--- config.mk ---
export PLATFORM = sky130hd
export DESIGN_NAME = flash_mode_ctrl
export DESIGN_NICKNAME = d
export VERILOG_FILES = /design/src/rtl/fmc_pkg.sv /design/src/rtl/fmc_wait_timer.sv /design/src/rtl/fmc_unlock.sv /design/src/rtl/fmc_mode_fsm.sv /design/src/rtl/flash_mode_ctrl.sv
export SDC_FILE = /design/constraint.sdc
export NUM_CORES = 1
export LEC_CHECK = 0
export BUFFER_PORTS_ARGS = -buffer_cell sky130_fd_sc_hd__buf_2
export CORE_MARGIN = 2
export CORE_UTILIZATION = 43
export DETAILED_ROUTE_END_ITERATION = 10
export PLACE_DENSITY = 0.77
export RECOVER_POWER = 50
export SLEW_MARGIN = 15
export SYNTH_ARGS = -nofsm -noshare
export SYNTH_HDL_FRONTEND = slang
export SYNTH_SLANG_ARGS = --single-unit
--- constraint.sdc ---
create_clock -name clk -period 2 [get_ports clk]
set_input_delay 0 -clock clk [delete_from_list [all_inputs] [get_ports clk]]
set_output_delay 0 -clock clk [all_outputs]
set_load 0.02 [all_outputs]
--- src/rtl/fmc_pkg.sv ---
package fmc_pkg;

    typedef enum logic [3:0] {
        M_READ, M_DIS_UP, M_SPEED, M_MS_UP, M_PE,
        M_DIS_DN, M_LEAVE12, M_LEAVE08, M_MS_DN, M_EXIT
    } mode_e;

    typedef enum logic [1:0] {
        U_IDLE, U_ARMED, U_VAL, U_CPL
    } unl_e;

    localparam logic [1:0] A_ENTRY = 2'd0;
    localparam logic [1:0] A_KEY   = 2'd1;
    localparam logic [1:0] A_CTRL  = 2'd2;

    localparam logic [7:0] ENTRY_KEY = 8'hAA;
    localparam logic [7:0] PROT_KEY  = 8'hA5;
    localparam logic [7:0] C_READ    = 8'h08;
    localparam logic [7:0] C_STEP    = 8'h12;
    localparam logic [7:0] C_PE_HI   = 8'h82;
    localparam logic [7:0] C_PE_MID  = 8'hC2;
    localparam logic [7:0] C_LV_HI   = 8'h92;
    localparam logic [7:0] C_LV_MID  = 8'hD2;

endpackage

--- src/rtl/fmc_wait_timer.sv ---
module fmc_wait_timer #(
    parameter int W = 8
) (
    input  logic         clk,
    input  logic         rst_n,
    input  logic         start,
    input  logic [W-1:0] len,
    output logic         last,
    output logic         active
);

    logic [W-1:0] cnt;

    always_ff @(posedge clk or negedge rst_n) begin
        if (!rst_n) begin
            cnt <= '0;
        end else if (start) begin
            cnt <= len;
        end else if (cnt != '0) begin
            cnt <= cnt - 1'b1;
        end
    end

    always_comb begin
        last   = (cnt == W'(1));
        active = (cnt != '0);
    end

    // a wait is never requested with zero length or while one runs
    a_r8_len_nonzero: assert property (@(posedge clk) disable iff (!rst_n)
        start |-> (len != '0));
    a_r8_no_restart: assert property (@(posedge clk) disable iff (!rst_n)
        start |-> !active);

endmodule

--- src/rtl/fmc_unlock.sv ---
module fmc_unlock
    import fmc_pkg::*;
(
    input  logic        clk,
    input  logic        rst_n,
    input  logic        wr_en,
    input  logic [1:0]  wr_addr,
    input  logic [7:0]  wr_byte,
    input  logic        busy,
    output logic        cand_valid,
    output logic [7:0]  cand_val,
    output logic        seq_fail
);

    unl_e       st, st_nx;
    logic [7:0] val_q, val_nx;

    always_ff @(posedge clk or negedge rst_n) begin
        if (!rst_n) begin
            st    <= U_IDLE;
            val_q <= '0;
        end else begin
            st    <= st_nx;
            val_q <= val_nx;
        end
    end

    always_comb begin
        st_nx      = st;
        val_nx     = val_q;
        cand_valid = 1'b0;
        seq_fail   = 1'b0;
        if (wr_en) begin
            unique case (wr_addr)
                A_KEY: begin
                    if (st == U_IDLE) begin
                        if (wr_byte == PROT_KEY) st_nx = U_ARMED;
                    end else begin
                        seq_fail = 1'b1;
                        st_nx    = U_IDLE;
                    end
                end
                A_CTRL: begin
                    if (!busy) begin
                        unique case (st)
                            U_IDLE: seq_fail = 1'b1;
                            U_ARMED: begin
                                val_nx = wr_byte;
                                st_nx  = U_VAL;
                            end
                            U_VAL: begin
                                if (wr_byte == ~val_q) begin
                                    st_nx = U_CPL;
                                end else begin
                                    seq_fail = 1'b1;
                                    st_nx    = U_IDLE;
                                end
                            end
                            U_CPL: begin
                                if (wr_byte == val_q) cand_valid = 1'b1;
                                else                  seq_fail   = 1'b1;
                                st_nx = U_IDLE;
                            end
                            default: st_nx = U_IDLE;
                        endcase
                    end
                end
                default: begin
                    if (st != U_IDLE) begin
                        seq_fail = 1'b1;
                        st_nx    = U_IDLE;
                    end
                end
            endcase
        end
    end

    assign cand_val = val_q;

    // a write cannot both complete and break a sequence
    a_r4_exclusive: assert property (@(posedge clk) disable iff (!rst_n)
        !(cand_valid && seq_fail));
    // a completed sequence closes the unlock window
    a_r3_close_after_commit: assert property (@(posedge clk) disable iff (!rst_n)
        cand_valid |=> (st == U_IDLE));
    // control writes during a wait leave the sequence untouched
    a_r8_busy_hold: assert property (@(posedge clk) disable iff (!rst_n)
        (busy && wr_en && wr_addr == A_CTRL) |=> ($stable(st) && $stable(val_q)));

endmodule

--- src/rtl/fmc_mode_fsm.sv ---
module fmc_mode_fsm
    import fmc_pkg::*;
#(
    parameter int T_DIS = 6,
    parameter int T_MS  = 9,
    parameter int W     = 8
) (
    input  logic         clk,
    input  logic         rst_n,
    input  logic         wr_en,
    input  logic [1:0]   wr_addr,
    input  logic [15:0]  wr_data,
    input  logic         low_speed,
    input  logic         cand_valid,
    input  logic [7:0]   cand_val,
    input  logic         tmr_last,
    output logic         tmr_start,
    output logic [W-1:0] tmr_len,
    output logic [7:0]   ctrl_q,
    output logic         entry_bit,
    output logic         reject,
    output logic         busy,
    output logic         in_pe,
    output logic         in_read
);

    mode_e st, st_nx;
    logic  accept;
    logic  ent_wr;

    always_ff @(posedge clk or negedge rst_n) begin
        if (!rst_n) st <= M_READ;
        else        st <= st_nx;
    end

    always_comb begin
        st_nx     = st;
        accept    = 1'b0;
        tmr_start = 1'b0;
        tmr_len   = W'(T_DIS);
        unique case (st)
            M_READ: begin
                if (cand_valid && cand_val == C_STEP && entry_bit && !low_speed) begin
                    accept = 1'b1; tmr_start = 1'b1; tmr_len = W'(T_DIS);
                    st_nx  = M_DIS_UP;
                end
            end
            M_DIS_UP:  if (tmr_last) st_nx = M_SPEED;
            M_SPEED: begin
                if (cand_valid && (cand_val == C_PE_HI || cand_val == C_PE_MID)) begin
                    accept = 1'b1; tmr_start = 1'b1; tmr_len = W'(T_MS);
                    st_nx  = M_MS_UP;
                end
            end
            M_MS_UP:   if (tmr_last) st_nx = M_PE;
            M_PE: begin
                if (cand_valid && (cand_val == C_LV_HI || cand_val == C_LV_MID)) begin
                    accept = 1'b1; tmr_start = 1'b1; tmr_len = W'(T_DIS);
                    st_nx  = M_DIS_DN;
                end
            end
            M_DIS_DN:  if (tmr_last) st_nx = M_LEAVE12;
            M_LEAVE12: begin
                if (cand_valid && cand_val == C_STEP) begin
                    accept = 1'b1;
                    st_nx  = M_LEAVE08;
                end
            end
            M_LEAVE08: begin
                if (cand_valid && cand_val == C_READ) begin
                    accept = 1'b1; tmr_start = 1'b1; tmr_len = W'(T_MS);
                    st_nx  = M_MS_DN;
                end
            end
            M_MS_DN:   if (tmr_last) st_nx = M_EXIT;
            M_EXIT:    if (!entry_bit) st_nx = M_READ;
            default:   st_nx = M_READ;
        endcase
    end

    assign ent_wr = wr_en && (wr_addr == A_ENTRY) && (wr_data[15:8] == ENTRY_KEY)
                    && ((st == M_READ) || (st == M_EXIT));

    always_ff @(posedge clk or negedge rst_n) begin
        if (!rst_n) begin
            ctrl_q    <= C_READ;
            entry_bit <= 1'b0;
        end else begin
            if (accept) ctrl_q <= cand_val;
            if (ent_wr) begin
                if (!wr_data[0])     entry_bit <= 1'b0;
                else if (!low_speed) entry_bit <= 1'b1;
            end
        end
    end

    always_comb begin
        reject  = cand_valid && !accept;
        busy    = (st == M_DIS_UP) || (st == M_MS_UP) || (st == M_DIS_DN) || (st == M_MS_DN);
        in_pe   = (st == M_PE);
        in_read = (st == M_READ) && !entry_bit;
    end

    // unkeyed entry writes change nothing
    a_r2_bad_key: assert property (@(posedge clk) disable iff (!rst_n)
        (wr_en && wr_addr == A_ENTRY && wr_data[15:8] != ENTRY_KEY) |=> $stable(entry_bit));
    // entry register is locked outside read and exit states
    a_r2_entry_locked: assert property (@(posedge clk) disable iff (!rst_n)
        (wr_en && wr_addr == A_ENTRY && st != M_READ && st != M_EXIT) |=> $stable(entry_bit));
    // low-speed operation keeps the block in read state
    a_r9_low_speed_hold: assert property (@(posedge clk) disable iff (!rst_n)
        (st == M_READ && low_speed) |=> (st == M_READ));
    // mode outputs agree with the registers
    a_r10_pe_cond: assert property (@(posedge clk) disable iff (!rst_n)
        in_pe |-> (entry_bit && (ctrl_q == C_PE_HI || ctrl_q == C_PE_MID)));
    a_r10_read_cond: assert property (@(posedge clk) disable iff (!rst_n)
        in_read |-> (ctrl_q == C_READ && !entry_bit));
    // a refused code leaves the control register as it was
    a_r7_refused_stable: assert property (@(posedge clk) disable iff (!rst_n)
        reject |=> $stable(ctrl_q));

endmodule

--- src/rtl/flash_mode_ctrl.sv ---
module flash_mode_ctrl
    import fmc_pkg::*;
#(
    parameter int T_DIS = 6,
    parameter int T_MS  = 9
) (
    input  logic        clk,
    input  logic        rst_n,
    input  logic        wr_en,
    input  logic [1:0]  wr_addr,
    input  logic [15:0] wr_data,
    input  logic        low_speed,
    output logic [15:0] entry_q,
    output logic [7:0]  ctrl_q,
    output logic        in_read_mode,
    output logic        in_pe_mode,
    output logic        busy,
    output logic        unlock_fail
);

    localparam int TMAX = (T_DIS > T_MS) ? T_DIS : T_MS;
    localparam int W    = $clog2(TMAX + 1);

    logic         cand_valid, seq_fail, reject;
    logic [7:0]   cand_val;
    logic         tmr_start, tmr_last, tmr_active;
    logic [W-1:0] tmr_len;
    logic         entry_bit;
    logic         fail_q;

    fmc_unlock i_unlock (
        .clk        (clk),
        .rst_n      (rst_n),
        .wr_en      (wr_en),
        .wr_addr    (wr_addr),
        .wr_byte    (wr_data[7:0]),
        .busy       (busy),
        .cand_valid (cand_valid),
        .cand_val   (cand_val),
        .seq_fail   (seq_fail)
    );

    fmc_mode_fsm #(.T_DIS(T_DIS), .T_MS(T_MS), .W(W)) i_fsm (
        .clk        (clk),
        .rst_n      (rst_n),
        .wr_en      (wr_en),
        .wr_addr    (wr_addr),
        .wr_data    (wr_data),
        .low_speed  (low_speed),
        .cand_valid (cand_valid),
        .cand_val   (cand_val),
        .tmr_last   (tmr_last),
        .tmr_start  (tmr_start),
        .tmr_len    (tmr_len),
        .ctrl_q     (ctrl_q),
        .entry_bit  (entry_bit),
        .reject     (reject),
        .busy       (busy),
        .in_pe      (in_pe_mode),
        .in_read    (in_read_mode)
    );

    fmc_wait_timer #(.W(W)) i_timer (
        .clk    (clk),
        .rst_n  (rst_n),
        .start  (tmr_start),
        .len    (tmr_len),
        .last   (tmr_last),
        .active (tmr_active)
    );

    always_ff @(posedge clk or negedge rst_n) begin
        if (!rst_n)                 fail_q <= 1'b0;
        else if (seq_fail || reject) fail_q <= 1'b1;
    end

    assign unlock_fail = fail_q;
    assign entry_q     = {15'b0, entry_bit};

    // the failure flag is sticky
    a_r4_fail_sticky: assert property (@(posedge clk) disable iff (!rst_n)
        unlock_fail |=> unlock_fail);
    // busy is only reported while the wait counter runs
    a_r8_busy_timer: assert property (@(posedge clk) disable iff (!rst_n)
        busy |-> tmr_active);

endmodule

==> impl_summary.md <==
Floorplanning
The number of rows created at floorplan is 25. The die covers around 0.0053 mm2. From bottom edge to top edge, the die measures between 70 and 80 um. The die outline width is about 73 um.

The core region is 0.00466 mm2. The initial utilization of the core area, before any placement, comes to 0.440. Pin placement for this block handled 50 I/O pins.

CTS
The TritonCTS clock tree is done. TritonCTS created 3 clock buffers. CTS placed an instance of sky130_fd_sc_hd__clkbuf_8 at the clock tree root. The clock latency on the worst-skew pair is approximately 0.27 ns.

The sink count of the clock tree is 28. The maximum clock insertion buffer count is 2. The CTS H-tree depth is 1. Clock-pin slew was measured on the worst setup and hold paths at roughly 0.090 ns.

STA
Setup violations remaining at the end of the flow were counted as 1. The portion of the clock cycle consumed by the worst path in the final layout is 1.00. The number of pins exceeding their max-slew limit in the final report is 29. The worst pin sits at a relative slew slack of -0.0156. The worst setup slack after layout is -0.00965 ns. Subtracting the final worst setup slack from the clock period gives 2.01 ns. The final-report hold violation count is 0.

Setup repair after global routing could not meet its margin everywhere. The maximum clock rate is roughly 0.5 GHz. The maximum clock skew at final layout is approximately 0.0038 ns. Summed over all failing endpoints, the final setup total negative slack is -0.00965 ns. For the pin with the worst max-slew slack, the measured transition is between 1.5 and 2 ns.

Route
Wires add up to around 4.5 mm. Dividing the detail-routed wire length by the instance count gives between 10 and 15 um. After detailed routing, the number of vias per cell comes to about 5.3. The count of antenna-violating nets left after detailed routing is 0. The violation count after the first detailed-route iteration is 143. The number of search-and-repair iterations in the first detailed-routing pass is 4.

The remaining routing DRC violations is 0. The total via count after detailed routing is ~1,700.

Synthesis
The portion of synthesized cell area occupied by the leading cell type is 0.329. The synthesized design contains 28 register bits. Yosys attributes the largest share of cell area to sky130_fd_sc_hd__dfrtp_1 33%, sky130_fd_sc_hd__mux2_2 6.6%, sky130_fd_sc_hd__buf_4 6.2%. The count of synthesis-stage warnings from yosys is 0. The top cell type by total area after synthesis is sky130_fd_sc_hd__dfrtp_1. The cell count after synthesis is ~220. The share of the Yosys chip area taken by registers is 0.342. The average instance in the mapped netlist occupies ~9.4 um2. The count of flip-flops with a built-in enable after synthesis is 0. The top flip-flop cell by instance count after synthesis is sky130_fd_sc_hd__dfrtp_1.

The mapped netlist covers roughly 0.002 mm2. The proportion of register bits with asynchronous set or reset after synthesis is 1.00. The number of different library cells used by synthesis comes to 56.

Layout
After routing the design area is 0.00248 mm2. The repair_antennas step left the layout with diodes totalling 0. In the layout the commonest cells are 27 x sky130_fd_sc_hd__buf_2, 24 x sky130_fd_sc_hd__dfrtp_1, 20 x sky130_fd_sc_hd__buf_4.

Leaving out filler cells and counting taps, the final layout contains approximately 320. The total area of multi-input combinational cells is between 0.001 and 0.0015 mm2. The layout-stage area growth over the synthesis result is 20.9%. The total area of sequential cells is just over 700 um2. In the final layout, the share of cells above drive strength 1 is 0.307. After the last flow step, the layout net total stands at 303. The most common cell after layout, fill and taps aside is sky130_fd_sc_hd__buf_2. Fill cells in the final layout number 416.

Power and ir drop
Of the total power, combinational logic draws 0.340. For this design the ratio of total power to cell area is between 600 and 700 mW/mm2. The switching component of the power is between 0.5 and 0.6 mW. Power comes to 1.59 mW.

The cell leakage power is roughly 1.2 nW. The internal portion of the total power is between 1 and 1.5 mW. IR analysis of the VDD net gives a maximum drop of roughly 0.47 mV. The share of total power dissipated in sequential elements is 0.466.

The share of total power dissipated in the clock network is 0.194. Of the total power, the share spent switching nets is 0.342.

Placement
Once placement completed, the tool counted placed cells totaling around 320. The wire-length estimate of the detail-placed layout is between 3 and 4 mm. The number of input and output port buffers inserted is 34.

Prior to clock tree synthesis, the placed netlist has a worst setup slack of about 0.045 ns. The final RePlAce weighted congestion is roughly 0.9. The placed cell area is about 0.0023 mm2.

Critical path
Walking the worst path, the cells encountered are or4b_4, a32oi_2, o221ai_2, o21bai_4, o21bai_4, o211a_1. The delay of the slowest cell on the worst path is roughly 0.55 ns. The cell repeated most along the worst path is sky130_fd_sc_hd__o21bai_4. The total buffers and inverters traversed by the critical path is 0.

STA puts the critical path data required time at about 2.2 ns. Along the worst path, the maximum fanout reaches 5. The data arrival time of the worst path is approximately 2.2 ns. The kind of critical path is reg2reg. The depth of the critical timing path with buffers and inverters included is 6. The worst setup path is captured at a flip-flop.

The slowest stage of the critical path belongs to the cell sky130_fd_sc_hd__or4b_4. STA classifies the critical path startpoint as a flip-flop. The cell count of the worst reg-to-reg path is 6. The family of cells with the greatest summed delay on the critical path is compound AO/OA/AOI/OAI gates.

Min path
The number of cells on the worst hold path is 2. The min-delay analysis places its worst path in the category in2reg.

Status
The flow ran to the end, but the final reports show violations. The checks that failed: max-capacitance violations, max-slew violations, negative setup slack.

GRT
Across every metal layer, demand over resource in global routing totals 0.167. The first global-routing pass estimated approximately 7.2 mm of wire. The remaining global-route overflow is 0.

The via count of the first global-routing pass is 1,656. The largest net degree at the start of global routing is 29. The number of antenna violations at the first check in global routing is 0.

Job
The number of maximum-capacitance violations is 1.
-- metrics by stage --
stage	util	hold slack, ns
detailed placement	0.504	0.0500
global placement	0.504	0.0469
floorplan	-	-0.296
finish	0.532	0.000886
CTS	0.520	0.000753
global route	0.532	0.00694
-- sequential cells by signal, indices dropped and copies added (netlist names) --
name               count
i_timer.cnt            4
i_fsm.ctrl_q           8
i_unlock.cand_val      8
i_fsm.st               4
unlock_fail            1
i_fsm.entry_bit        1
i_unlock.st            2
-- cells in the mapped netlist, types with 4 or more instances --
library cell and count:
sky130_fd_sc_hd__a21oi_1 6, sky130_fd_sc_hd__buf_2 4, sky130_fd_sc_hd__buf_4 17, sky130_fd_sc_hd__dfrtp_1 27
sky130_fd_sc_hd__ha_1 10, sky130_fd_sc_hd__inv_1 10, sky130_fd_sc_hd__mux2_2 12, sky130_fd_sc_hd__nand2_1 18
sky130_fd_sc_hd__nand3_1 4, sky130_fd_sc_hd__nand4_1 4, sky130_fd_sc_hd__nor2_1 14, sky130_fd_sc_hd__nor2b_1 4
sky130_fd_sc_hd__nor3_1 6, sky130_fd_sc_hd__nor4_1 4, sky130_fd_sc_hd__nor4b_1 4, sky130_fd_sc_hd__o21ai_0 7
sky130_fd_sc_hd__xnor2_1 11
-- metal layers --
layer  part of all wire  track usage
met1               0.44        0.211
met2               0.53        0.301
met3              0.026       0.0124
met4             0.0027       0.0494
met5                  0            0
-- area by class of cell --
cell class              instances  share of cell area
flip-flops and latches         28               0.285
multi-input cells             170               0.509
inverters                      10              0.0151
well taps                      54              0.0273
repair buffers                 58               0.146
clock buffers                   4              0.0182
-- worst reg2reg max path, cell delays in order (launching register included) --
cell and delay, ns:
sky130_fd_sc_hd__dfrtp_1 0.43, sky130_fd_sc_hd__or4b_4 0.55, sky130_fd_sc_hd__a32oi_2 0.19, sky130_fd_sc_hd__o221ai_2 0.13
sky130_fd_sc_hd__o21bai_4 0.21, sky130_fd_sc_hd__o21bai_4 0.18, sky130_fd_sc_hd__o211a_1 0.22
-- path summary, 6_finish.rpt --
path / startpoint / end / slack (ns)
setup / recovery: i_unlock.cand_val[6]$_DFFE_PN0P_ / i_fsm.st[0]$_DFFE_PN0P_ / -0.01
hold / removal: wr_data[4] / i_unlock.cand_val[4]$_DFFE_PN0P_ / 0.0009
setup reg to reg: i_unlock.cand_val[6]$_DFFE_PN0P_ / i_fsm.st[0]$_DFFE_PN0P_ / -0.01
hold reg to reg: i_fsm.ctrl_q[3]$_DFFE_PN1P_ / i_fsm.ctrl_q[3]$_DFFE_PN1P_ / 0.50
max in group asynchronous: rst_n / i_fsm.st[1]$_DFFE_PN0P_ / 0.37
min in group asynchronous: rst_n / i_unlock.cand_val[5]$_DFFE_PN0P_ / 0.63
-- power groups by stage --
stage | Clock (mW) | Combinational [mW] | Sequential (mW)
final | 0.307 | 0.540 | 0.739
after global routing | 0.338 | 0.606 | 0.752
after CTS | 0.312 | 0.524 | 0.733
after detailed placement | 0 | 0.517 | 0.744
after global placement | 0 | 0.503 | 0.739
after floorplan | 0 | 0.388 | 0.725
-- logic make-up after synthesis --
family                     count (synthesis)  share of synthesized area
buffers and inverters                     34                      0.100
adders and majority gates                 10                     0.0610
muxes                                     14                     0.0757
AOI/OAI and AO/OA                         38                      0.140
and+or+nand+nor                           81                      0.228
DFF                                       28                      0.342
other                                      1                    0.00183
xor gates and xnor gates                  12                     0.0513
-- repair_timing --
item | 4_1_cts | 5_1_grt
setup buffers | 0 | 2
gates resized for setup | 0 | 13
hold buffers | 3 | 0
endpoints found under the setup margin | 0 | 10
hold endpoints to repair | 29 | 0
Note: power is estimated with default switching activity, not from simulation.
